===== src/rtl/addr_tag_pkg.sv =====
package addr_tag_pkg;

  localparam int TAG_W = 3;

  typedef enum logic [TAG_W-1:0] {
    TAG_CODE  = 3'b000,
    TAG_VECT  = 3'b001,
    TAG_PSTK  = 3'b010,
    TAG_RSTK  = 3'b011,
    TAG_DATA  = 3'b100,
    TAG_DPAGE = 3'b101,
    TAG_DMA0  = 3'b110,
    TAG_DMA1  = 3'b111
  } tag_e;

  typedef enum logic [2:0] {
    EXT_ZERO,
    EXT_PC,
    EXT_U,
    EXT_S,
    EXT_X,
    EXT_Y,
    EXT_DMA
  } extSel_e;

  typedef struct packed {
    logic    load;
    tag_e    tag;
    extSel_e extSel;
    logic    dpForm;
  } ctrlStb_t;

endpackage


===== src/rtl/addr_tag_ctrl.sv =====
module addr_tag_ctrl
  import addr_tag_pkg::*;
(
  input  logic       reqFetch,
  input  logic       reqVector,
  input  logic       reqParam,
  input  logic       reqReturn,
  input  logic       reqData,
  input  logic       reqDirect,
  input  logic       reqDma,
  input  logic [1:0] idxSel,
  input  logic       dmaChan,
  output ctrlStb_t   stb
);

  extSel_e dataSel;

  always_comb begin
    unique case (idxSel)
      2'b01:   dataSel = EXT_X;
      2'b10:   dataSel = EXT_Y;
      default: dataSel = EXT_ZERO;
    endcase
  end

  // Fixed priority: DMA, vector, fetch, return, param, direct, data
  always_comb begin
    stb.load   = 1'b1;
    stb.tag    = TAG_DATA;
    stb.extSel = EXT_ZERO;
    stb.dpForm = 1'b0;
    if (reqDma) begin
      stb.tag    = dmaChan ? TAG_DMA1 : TAG_DMA0;
      stb.extSel = EXT_DMA;
    end else if (reqVector) begin
      stb.tag    = TAG_VECT;
      stb.extSel = EXT_ZERO;
    end else if (reqFetch) begin
      stb.tag    = TAG_CODE;
      stb.extSel = EXT_PC;
    end else if (reqReturn) begin
      stb.tag    = TAG_RSTK;
      stb.extSel = EXT_S;
    end else if (reqParam) begin
      stb.tag    = TAG_PSTK;
      stb.extSel = EXT_U;
    end else if (reqDirect) begin
      stb.tag    = TAG_DPAGE;
      stb.extSel = EXT_ZERO;
      stb.dpForm = 1'b1;
    end else if (reqData) begin
      stb.tag    = TAG_DATA;
      stb.extSel = dataSel;
    end else begin
      stb.load   = 1'b0;
    end
  end

endmodule


===== src/rtl/addr_tag_dpath.sv =====
module addr_tag_dpath
  import addr_tag_pkg::*;
#(
  parameter int EXT_W   = 5,
  parameter int LADDR_W = 16,
  localparam int DP_W    = LADDR_W / 2,
  localparam int PADDR_W = TAG_W + EXT_W + LADDR_W
)(
  input  logic               clk,
  input  logic               rst_n,
  input  ctrlStb_t           stb,
  input  logic [LADDR_W-1:0] logicalAddr,
  input  logic [EXT_W-1:0]   pcExt,
  input  logic [EXT_W-1:0]   uExt,
  input  logic [EXT_W-1:0]   sExt,
  input  logic [EXT_W-1:0]   xExt,
  input  logic [EXT_W-1:0]   yExt,
  input  logic [EXT_W-1:0]   dmaExt,
  input  logic               dpWrEn,
  input  logic [DP_W-1:0]    dpWrData,
  output logic [PADDR_W-1:0] busAddr,
  output logic               addrValid
);

  localparam int TAG_LO = EXT_W + LADDR_W;

  logic [DP_W-1:0]    dpReg;
  logic [EXT_W-1:0]   extMux;
  logic [LADDR_W-1:0] addrMux;
  logic               pastValid;

  always_comb begin
    unique case (stb.extSel)
      EXT_PC:  extMux = pcExt;
      EXT_U:   extMux = uExt;
      EXT_S:   extMux = sExt;
      EXT_X:   extMux = xExt;
      EXT_Y:   extMux = yExt;
      EXT_DMA: extMux = dmaExt;
      default: extMux = '0;
    endcase
  end

  always_comb begin
    if (stb.dpForm) addrMux = {dpReg, logicalAddr[DP_W-1:0]};
    else            addrMux = logicalAddr;
  end

  always_ff @(posedge clk or negedge rst_n) begin
    if (!rst_n) dpReg <= '0;
    else if (dpWrEn) dpReg <= dpWrData;
  end

  always_ff @(posedge clk or negedge rst_n) begin
    if (!rst_n) begin
      busAddr   <= '0;
      addrValid <= 1'b0;
      pastValid <= 1'b0;
    end else begin
      addrValid <= stb.load;
      pastValid <= 1'b1;
      if (stb.load) busAddr <= {stb.tag, extMux, addrMux};
    end
  end

  AST_IDLE_HOLD: assert property (@(posedge clk) disable iff (!rst_n)
    pastValid && !addrValid |-> $stable(busAddr));
  AST_DP_LOAD: assert property (@(posedge clk) disable iff (!rst_n)
    pastValid && $past(dpWrEn) |-> dpReg == $past(dpWrData));
  AST_DPAGE_EXT: assert property (@(posedge clk) disable iff (!rst_n)
    addrValid && busAddr[PADDR_W-1:TAG_LO] == TAG_DPAGE |-> busAddr[TAG_LO-1:LADDR_W] == '0);
  AST_VECT_EXT: assert property (@(posedge clk) disable iff (!rst_n)
    addrValid && busAddr[PADDR_W-1:TAG_LO] == TAG_VECT |-> busAddr[TAG_LO-1:LADDR_W] == '0);

endmodule


===== src/rtl/addr_tag_gen.sv =====
module addr_tag_gen
  import addr_tag_pkg::*;
#(
  parameter int EXT_W   = 5,
  parameter int LADDR_W = 16,
  localparam int DP_W    = LADDR_W / 2,
  localparam int PADDR_W = TAG_W + EXT_W + LADDR_W
)(
  input  logic               clk,
  input  logic               rst_n,
  input  logic               reqFetch,
  input  logic               reqVector,
  input  logic               reqParam,
  input  logic               reqReturn,
  input  logic               reqData,
  input  logic               reqDirect,
  input  logic               reqDma,
  input  logic [1:0]         idxSel,
  input  logic               dmaChan,
  input  logic [LADDR_W-1:0] logicalAddr,
  input  logic [EXT_W-1:0]   pcExt,
  input  logic [EXT_W-1:0]   uExt,
  input  logic [EXT_W-1:0]   sExt,
  input  logic [EXT_W-1:0]   xExt,
  input  logic [EXT_W-1:0]   yExt,
  input  logic [EXT_W-1:0]   dmaExt,
  input  logic               dpWrEn,
  input  logic [DP_W-1:0]    dpWrData,
  output logic [PADDR_W-1:0] busAddr,
  output logic               addrValid
);

  ctrlStb_t stb;
  logic     anyReq;
  logic     topPast;

  assign anyReq = reqFetch | reqVector | reqParam | reqReturn |
                  reqData | reqDirect | reqDma;

  addr_tag_ctrl u_ctrl (
    .reqFetch  (reqFetch),
    .reqVector (reqVector),
    .reqParam  (reqParam),
    .reqReturn (reqReturn),
    .reqData   (reqData),
    .reqDirect (reqDirect),
    .reqDma    (reqDma),
    .idxSel    (idxSel),
    .dmaChan   (dmaChan),
    .stb       (stb)
  );

  addr_tag_dpath #(.EXT_W(EXT_W), .LADDR_W(LADDR_W)) u_dpath (
    .clk         (clk),
    .rst_n       (rst_n),
    .stb         (stb),
    .logicalAddr (logicalAddr),
    .pcExt       (pcExt),
    .uExt        (uExt),
    .sExt        (sExt),
    .xExt        (xExt),
    .yExt        (yExt),
    .dmaExt      (dmaExt),
    .dpWrEn      (dpWrEn),
    .dpWrData    (dpWrData),
    .busAddr     (busAddr),
    .addrValid   (addrValid)
  );

  always_ff @(posedge clk or negedge rst_n) begin
    if (!rst_n) topPast <= 1'b0;
    else        topPast <= 1'b1;
  end

  AST_REQ_VALID: assert property (@(posedge clk) disable iff (!rst_n)
    topPast && anyReq |=> addrValid);
  AST_NOREQ_IDLE: assert property (@(posedge clk) disable iff (!rst_n)
    topPast && !anyReq |=> !addrValid);
  AST_LOW_ADDR: assert property (@(posedge clk) disable iff (!rst_n)
    topPast && anyReq && !reqDirect |=> busAddr[LADDR_W-1:0] == $past(logicalAddr));

endmodule


===== config.mk =====
export PLATFORM = sky130hd
export DESIGN_NAME = addr_tag_gen
export DESIGN_NICKNAME = d
export VERILOG_FILES = /design/src/rtl/addr_tag_pkg.sv /design/src/rtl/addr_tag_ctrl.sv /design/src/rtl/addr_tag_dpath.sv /design/src/rtl/addr_tag_gen.sv
export SDC_FILE = /design/constraint.sdc
export NUM_CORES = 1
export LEC_CHECK = 0
export ABC_AREA = 1
export BUFFER_PORTS_ARGS = -buffer_cell sky130_fd_sc_hd__buf_4
export CORE_ASPECT_RATIO = 1.4
export CORE_MARGIN = 3
export CORE_UTILIZATION = 46
export DETAILED_ROUTE_END_ITERATION = 12
export PLACE_DENSITY = 0.86
export SLEW_MARGIN = 10
export SYNTH_ARGS = -nofsm -noshare
export SYNTH_HDL_FRONTEND = slang
export SYNTH_HIERARCHICAL = 1
export SYNTH_SLANG_ARGS = --single-unit

===== constraint.sdc =====
create_clock -name clk -period 0.8 [get_ports clk]
set_input_delay 0.16 -clock clk [delete_from_list [all_inputs] [get_ports clk]]
set_output_delay 0.16 -clock clk [all_outputs]
set_load 0.05 [all_outputs]

==> summary.txt, run 1 <==
Worst hold path
  – WHS Endpoint: u_dpath/dpReg[7]
  – Hold Crit Start: dpWrData[7]
  – Hold Path Depth: 3
  – Hold WC Path Type: primary input to flop

Run
  – Max cap viols: 0

Yosys
  – Syn_nets: between 300 and 400
  – #FFs+latches synth: 33
  – Area of the mapped netlist: about 1900 sq um
  – Post-synthesis sequential area ratio: around 43%
  – Post-synth ARST share: 100%
  – Post-synthesis cell type count: 29
  – Syn Inst Count: 244
  – Number of synthesis warnings: 6
  – Mean Syn Cell Area: around 7.8 sq um
  – EDFF count, synth: 0
  – Top_reg_cell synth: dfrtp_1

Drt
  – Drt wl/cell: approximately 16 microns
  – DRC: 0
  – Via density: 5.27
  – Vias post-DR: roughly 2200
  – DRT Pass-1 Iters: 5
  – DRT antenna net count: 0
  – 1st-iter DRT viols: about 170
  – Routed wire length: approximately 6600 microns

Power
  – Total power: ~5000 uW
  – Leakage power: 0.00172 uW
  – Maximum VDD drop: between 1500 and 2000 uV
  – P_sw: about 1500 uW
  – Clock Power Share: 32.7%
  – Reg power frac: roughly 38%
  – Switch share: 30.4%
  – Comb power frac: around 30%
  – Cell Int Power: between 3000 and 4000 uW
  – Power Density: 1530 nW/um^2

Setup path
  – R2r worst-path depth: 4
  – Max FO, Critical Path: 8
  – Worst Path Required: ~0.97 ns
  – Worst r2r src: u_dpath/busAddr[9]
  – CP endpoint kind: flop
  – CP Launch Type: primary input
  – R2R setup slack: -0.07 ns
  – RR Endpoint: u_dpath/busAddr[9]
  – Crit Path Class: primary input to flop
  – Critical path arrival: 1.49 ns

Timing
  – Rel. slew slack: between 70% and 80%
  – Final setup viols: 50
  – RSZ-0062 raised after global routing: yes
  – Setup Skew: ~0.0026 ns
  – Final WS setup: -0.523 ns
  – Final Slew Violations: 0
  – Fmax: 0.756 GHz
  – Final Cycle Share: 165%
  – Worst-margin pin slew: ~0.44 ns
  – Final Critical Period: about 1.3 ns
  – Final Hold Vio Count: 0

CTS
  – Clock sinks: 33
  – Clock buffer depth: 2
  – Clk_lat worst skew: 0.28 ns
  – CTS root buffer: clkbuf_8
  – Clock-pin slew on the worst setup and hold paths: 0.07 ns
  – H-tree Lvls: 2
  – Total CTS buffers: 5
  – CTS tree: built

Status
  – Failing checks: negative setup slack
  – Status: finished with violations

Global route
  – Met3 GRT Util: under 10%
  – GR met2 Demand/Resource: 46.8%
  – Vias in the first global route: 2167
  – Pin count of the biggest net entering global routing: 34
  – Most used routing layer: met2
  – Initial antenna violation count: 0
  – Met1 Resource Use GR: around 28%
  – GR Util All Layers: 25.4%
  – Global-route wire length before repair: around 9400 microns
  – Grt ovf: 0

Die
  – Initial Util: roughly half
  – DIE AREA: slightly below 5000 sq um
  – Rows: 27
  – Die Height: just over 80 microns
  – Ports: 92
  – Core area: about 4000 sq um
  – Chip Width: between 60 and 70 microns

Place
  – Dpl hpwl: roughly 3900 microns
  – Gpl congestion: approximately 0.90
  – Port Buffers: 91

Final layout
  – Register area: 826 sq um
  – Share of layout cells above drive strength 1: around half
  – Area of the multi-input gates: between 900 and 1000 sq um
  – # nets final: 439
  – Commonest cells after routing, fill and taps aside: buf_4, nand2_1, buf_6
  – N_diodes: 0
  – Leading cell type in the layout, fill and taps excluded: buf_4
  – Core Util, Final: slightly above 80%
  – Layout filler cell count: ~240
  – Area growth syn-to-layout: 72.1%
## critical path, stage by stage
cell      delay (ns)
buf_6           0.10
ha_4            0.22
nand3b_1        0.17
o21ai_2         0.16
buf_6           0.16
inv_8           0.05
nand4_1         0.06
nand2_1         0.05
nor2_1          0.12
nand2_1         0.08
nand2_1         0.11
nand2_1         0.07
## cells by family after synthesis
kind of cell | Yosys count | share of synthesized area, %
adder cells (fa/ha/maj) | 1 | 0.656
buffers and inverters | 40 | 13.7
AND/OR/NAND/NOR | 150 | 35.4
AO/OA/AOI/OAI | 20 | 6.96
flip-flops | 33 | 43.3
## flip-flops by register name (all words and copies together), names as in the netlist
name,count
u_dpath/busAddr,24
u_dpath/dpReg,8
u_dpath/addrValid,1
## area by class of cell
| cell class | count | area share [%] |
|---|---|---|
| Clock inverter | 1 | 0.916 |
| Multi-Input combinational cell | 171 | 28.8 |
| Tap cell | 43 | 1.64 |
| Timing Repair Buffer | 133 | 36.2 |
| Clock buffer | 7 | 2.63 |
| Inverter | 24 | 3.66 |
| Sequential cell | 33 | 25.2 |
| Timing Repair inverter | 3 | 0.878 |
## synth_stat cells (2+ instances only)
master    count  share of area, %
o21ai_0       8               2.1
buf_8         4               3.2
buf_6         4               2.4
nand4_1      27               8.9
buf_4         3               1.2
o211ai_1      8               3.2
nor2_4        2               1.2
inv_1        21               4.1
nand2_1     103                20
nor2_1        7               1.4
inv_4         2              0.66
buf_2         2              0.53
dfrtp_1      33                43
nand3_1       5               1.3
## power groups by stage
stage	Combinational, uW	Clock, uW	Sequential (uW)
2_1_floorplan	375	0	2200
3_3_place_gp	1210	0	1880
3_5_place_dp	1230	0	1890
4_1_cts	1390	1630	1870
5_1_grt	1590	1720	1890
6_report	1490	1640	1880
## through the flow
step	setup TNS, ns	instances	hold WS (ns)	area, sq um	setup WS (ns)
floorplan	-5.86	244	-0.136	1950	-0.533
global placement	-13.30	383	0.118	2680	-0.710
detailed placement	-14.01	383	0.126	2680	-0.758
CTS	-10.19	408	0.0776	3150	-0.437
global route	-13.86	415	0.0795	3280	-0.546
finish	-11.95	415	0.0804	3280	-0.523
## worst max path at each step
stage                     depth (start not counted)       from                  end  slack [ns]
final                                            12  idxSel[1]  u_dpath/busAddr[17]       -0.52
after global routing                             12  idxSel[1]  u_dpath/busAddr[17]       -0.55
after CTS                                        13  idxSel[0]  u_dpath/busAddr[17]       -0.44
after detailed placement                         13  idxSel[0]  u_dpath/busAddr[17]       -0.76
after global placement                           13  idxSel[0]  u_dpath/busAddr[17]       -0.71
after floorplan                                  12  idxSel[1]  u_dpath/busAddr[17]       -0.53
## repair_timing
| item | 4_1_cts | 5_1_grt |
|---|---|---|
| hold buffers | 1 | 0 |
| buffers inserted | 10 | 7 |
| gates resized for setup | 64 | 22 |
| pin swaps | 24 | 21 |
| cloned | 6 | 0 |
| endpoints found under the setup margin | 50 | 50 |
| endpoints found under the hold margin | 33 | 0 |
## layer usage
layer,up-vias,share of wire [%],wire [microns]
met3,18,6.2,410
met1,1025,35,2290
met2,96,56,3700
met5,-,0,0
li1,1047,-,-
met4,0,2.8,184
No activity file was read; power rests on OpenSTA's default activity.
==> inputs of run 2 (changes only) <==
- CELL_PAD_IN_SITES_DETAIL_PLACEMENT: unset -> 0
- CELL_PAD_IN_SITES_GLOBAL_PLACEMENT: unset -> 1
- CORE_MARGIN: 3 -> 4
- CORE_UTILIZATION: 46 -> 32
- PLACE_DENSITY: 0.86 -> 0.91
==> run 2 against run 1 <==
Against the previous run:
- the flow still finishes with violations (negative setup slack)
- utilization shrank 26 points
- die area up 47%
- flip-flop and latch count did not move
- sequential power is essentially flat
- critical path type unchanged
- critical endpoint is now u_dpath/busAddr[20]
==> summary.txt, run 2 (same netlist as run 1, synthesis figures left out) <==
Status
  – Status: finished with violations
  – Failing checks: negative setup slack

Timing
  – Fmax: about 0.73 GHz
  – Final Hold Vio Count: 0
  – Final setup viols: 50
  – RSZ-0062 raised after global routing: yes
  – Worst-margin pin slew: 0.422 ns
  – Final WS setup: -0.570 ns
  – Setup Skew: 0.00279 ns
  – Rel. slew slack: 71.9%
  – Final Critical Period: about 1.4 ns
  – Final Cycle Share: 171%
  – Setup TNS: -11.23 ns
  – Final Slew Violations: 0

CTS
  – H-tree Lvls: 2
  – Clock-pin slew on the worst setup and hold paths: 0.06 ns
  – Clk_lat worst skew: 0.28 ns
  – Clock sinks: 33
  – CTS tree: built
  – Clock buffer depth: 2
  – CTS root buffer: clkbuf_8
  – Total CTS buffers: 5

Global route
  – Pin count of the biggest net entering global routing: 34
  – GR Util All Layers: 15.9%
  – Initial antenna violation count: 0
  – Vias in the first global route: 2037
  – Global-route wire length before repair: 9060 microns
  – Grt ovf: 0

Drt
  – DRT Pass-1 Iters: 4
  – DRC: 0
  – DRT antenna net count: 0
  – 1st-iter DRT viols: between 100 and 150
  – Drt wl/cell: 13.6 microns
  – Vias post-DR: around 2100
  – Via density: roughly 4.7
  – Routed wire length: between 6000 and 7000 microns

Final layout
  – Layout filler cell count: between 500 and 600
  – Max reg flops: 24
  – Leading cell type in the layout, fill and taps excluded: buf_4
  – Share of layout cells above drive strength 1: around 47%
  – # nets final: about 450
  – Non-Filler Instances: ~450
  – N_diodes: 0
  – Commonest cells after routing, fill and taps aside: buf_4, nand2_1, buf_6
  – Top reg by flops: u_dpath/busAddr
  – Biggest regs: u_dpath/busAddr (24), u_dpath/dpReg (8), u_dpath/addrValid (1)
  – Area growth syn-to-layout: 74.4%

Setup path
  – Critical path arrival: around 1.5 ns
  – Worst Path Required: 0.97 ns
  – Critical-path top delay cell: ha_4
  – R2r worst-path depth: 4
  – Buf+Inv Stages, Crit Path: 5
  – CP endpoint kind: flop
  – Max FO, Critical Path: 7
  – WP depth: 13
  – Crit Path Class: primary input to flop
  – Most frequent CP cell: nand2_1
  – Crit-path leading delay family: simple AND/OR/NAND/NOR gates
  – CP Launch Type: primary input
  – Critical Path Max Stage Delay: ~0.21 ns
  – CP cell instances: buf_6 > ha_4 > nand3b_1 > o21ai_4 > buf_12 > buf_12 > inv_8 > nand4_1 > nand2_1 > inv_1 > nand2_1 > nand2_1 > nand2_1

Run
  – Max cap viols: 0

Place
  – Gpl congestion: 0.950
  – Dpl hpwl: roughly 4200 microns
  – Setup slack at placement: -0.755 ns
  – Post-Place Cells: approximately 410
  – Port Buffers: between 90 and 100

Power
  – Power Density: 1360 nW/um^2
  – Maximum VDD drop: 831 uV
  – Total power: between 4000 and 5000 uW
  – Leakage power: 0.00172 uW

Worst hold path
  – Hold Path Depth: 3
  – Hold WC Path Type: primary input to flop

Die
  – Core area: 5820 sq um
  – Initial Util: 32.7%
  – Die Height: just under 100 microns
  – Rows: 33
  – DIE AREA: 7270 sq um
  – Ports: 92
  – Chip Width: 73.2 microns
==> run 2: cell count changes in the layout (fill, tap and decap cells not counted), sizes merged <==
cell    change
buf         +8
bufinv      -1
clkbuf      -1
clkinv      +2
inv         -2
==> run 2: per-stage QoR <==
| step | hold slack [ns] | cell area (sq um) | util (%) |
|---|---|---|---|
| floorplan | -0.136 | 1950 | - |
| global placement | 0.131 | 2710 | 46.6 |
| detailed placement | 0.132 | 2710 | 46.6 |
| CTS | 0.0613 | 3080 | 53.0 |
| global route | 0.0603 | 3320 | 57.1 |
| finish | 0.0764 | 3320 | 57.1 |
==> run 2: cell type report <==
type	count	area, sq um	share of cell area, %
timing repair buffer	142	1290	38.8
multi-input combinational	171	895	26.9
sequential	33	826	24.8
inverter	24	125	3.77
tap	70	87.6	2.64
clock buffer	5	68.8	2.07
timing repair inverter	2	27.5	0.828
clock inverter	1	5.00	0.151
==> run 2: worst reg2reg max path: cells and delay by family, from the launching register on <==
family        cells  cell delay [ns]
buf+inv           2             0.25
flops             1             0.39
simple gates      2             0.12
==> run 2: final timing paths <==
kind                       slack, ns                from                   to
max reg2reg                    -0.05  u_dpath/busAddr[6]   u_dpath/busAddr[6]
max                            -0.57           idxSel[1]  u_dpath/busAddr[20]
min reg2reg                     0.50  u_dpath/busAddr[8]   u_dpath/busAddr[8]
min                             0.08      logicalAddr[0]   u_dpath/busAddr[0]
max in group asynchronous       0.13               rst_n  u_dpath/busAddr[14]
min in group asynchronous       0.37               rst_n   u_dpath/busAddr[1]
==> run 2: routing by layer <==
metal | routed length [microns] | track usage (%)
met2 | 3320 | 30.1
met1 | 2150 | 16.9
met4 | 151 | 4.69
met3 | 484 | 3.74
met5 | 0 | 0
==> run 2: where the power goes <==
group / internal [uW] / switching (uW) / leakage (uW)
registers: 1800 / 77.5 / 0.000388
clock network: 571 / 549 / 0.0000399
logic: 723 / 792 / 0.00129
total: 3090 / 1420 / 0.00172
==> run 2: what timing repair did <==
action / 4_1_cts / 5_1_grt
hold buffers: 1 / 0
pin swaps: 6 / 19
setup endpoints to repair: 50 / 50
resized for setup: 49 / 27
cloned: 2 / 3
setup buffers: 13 / 16
endpoints found under the hold margin: 33 / 0
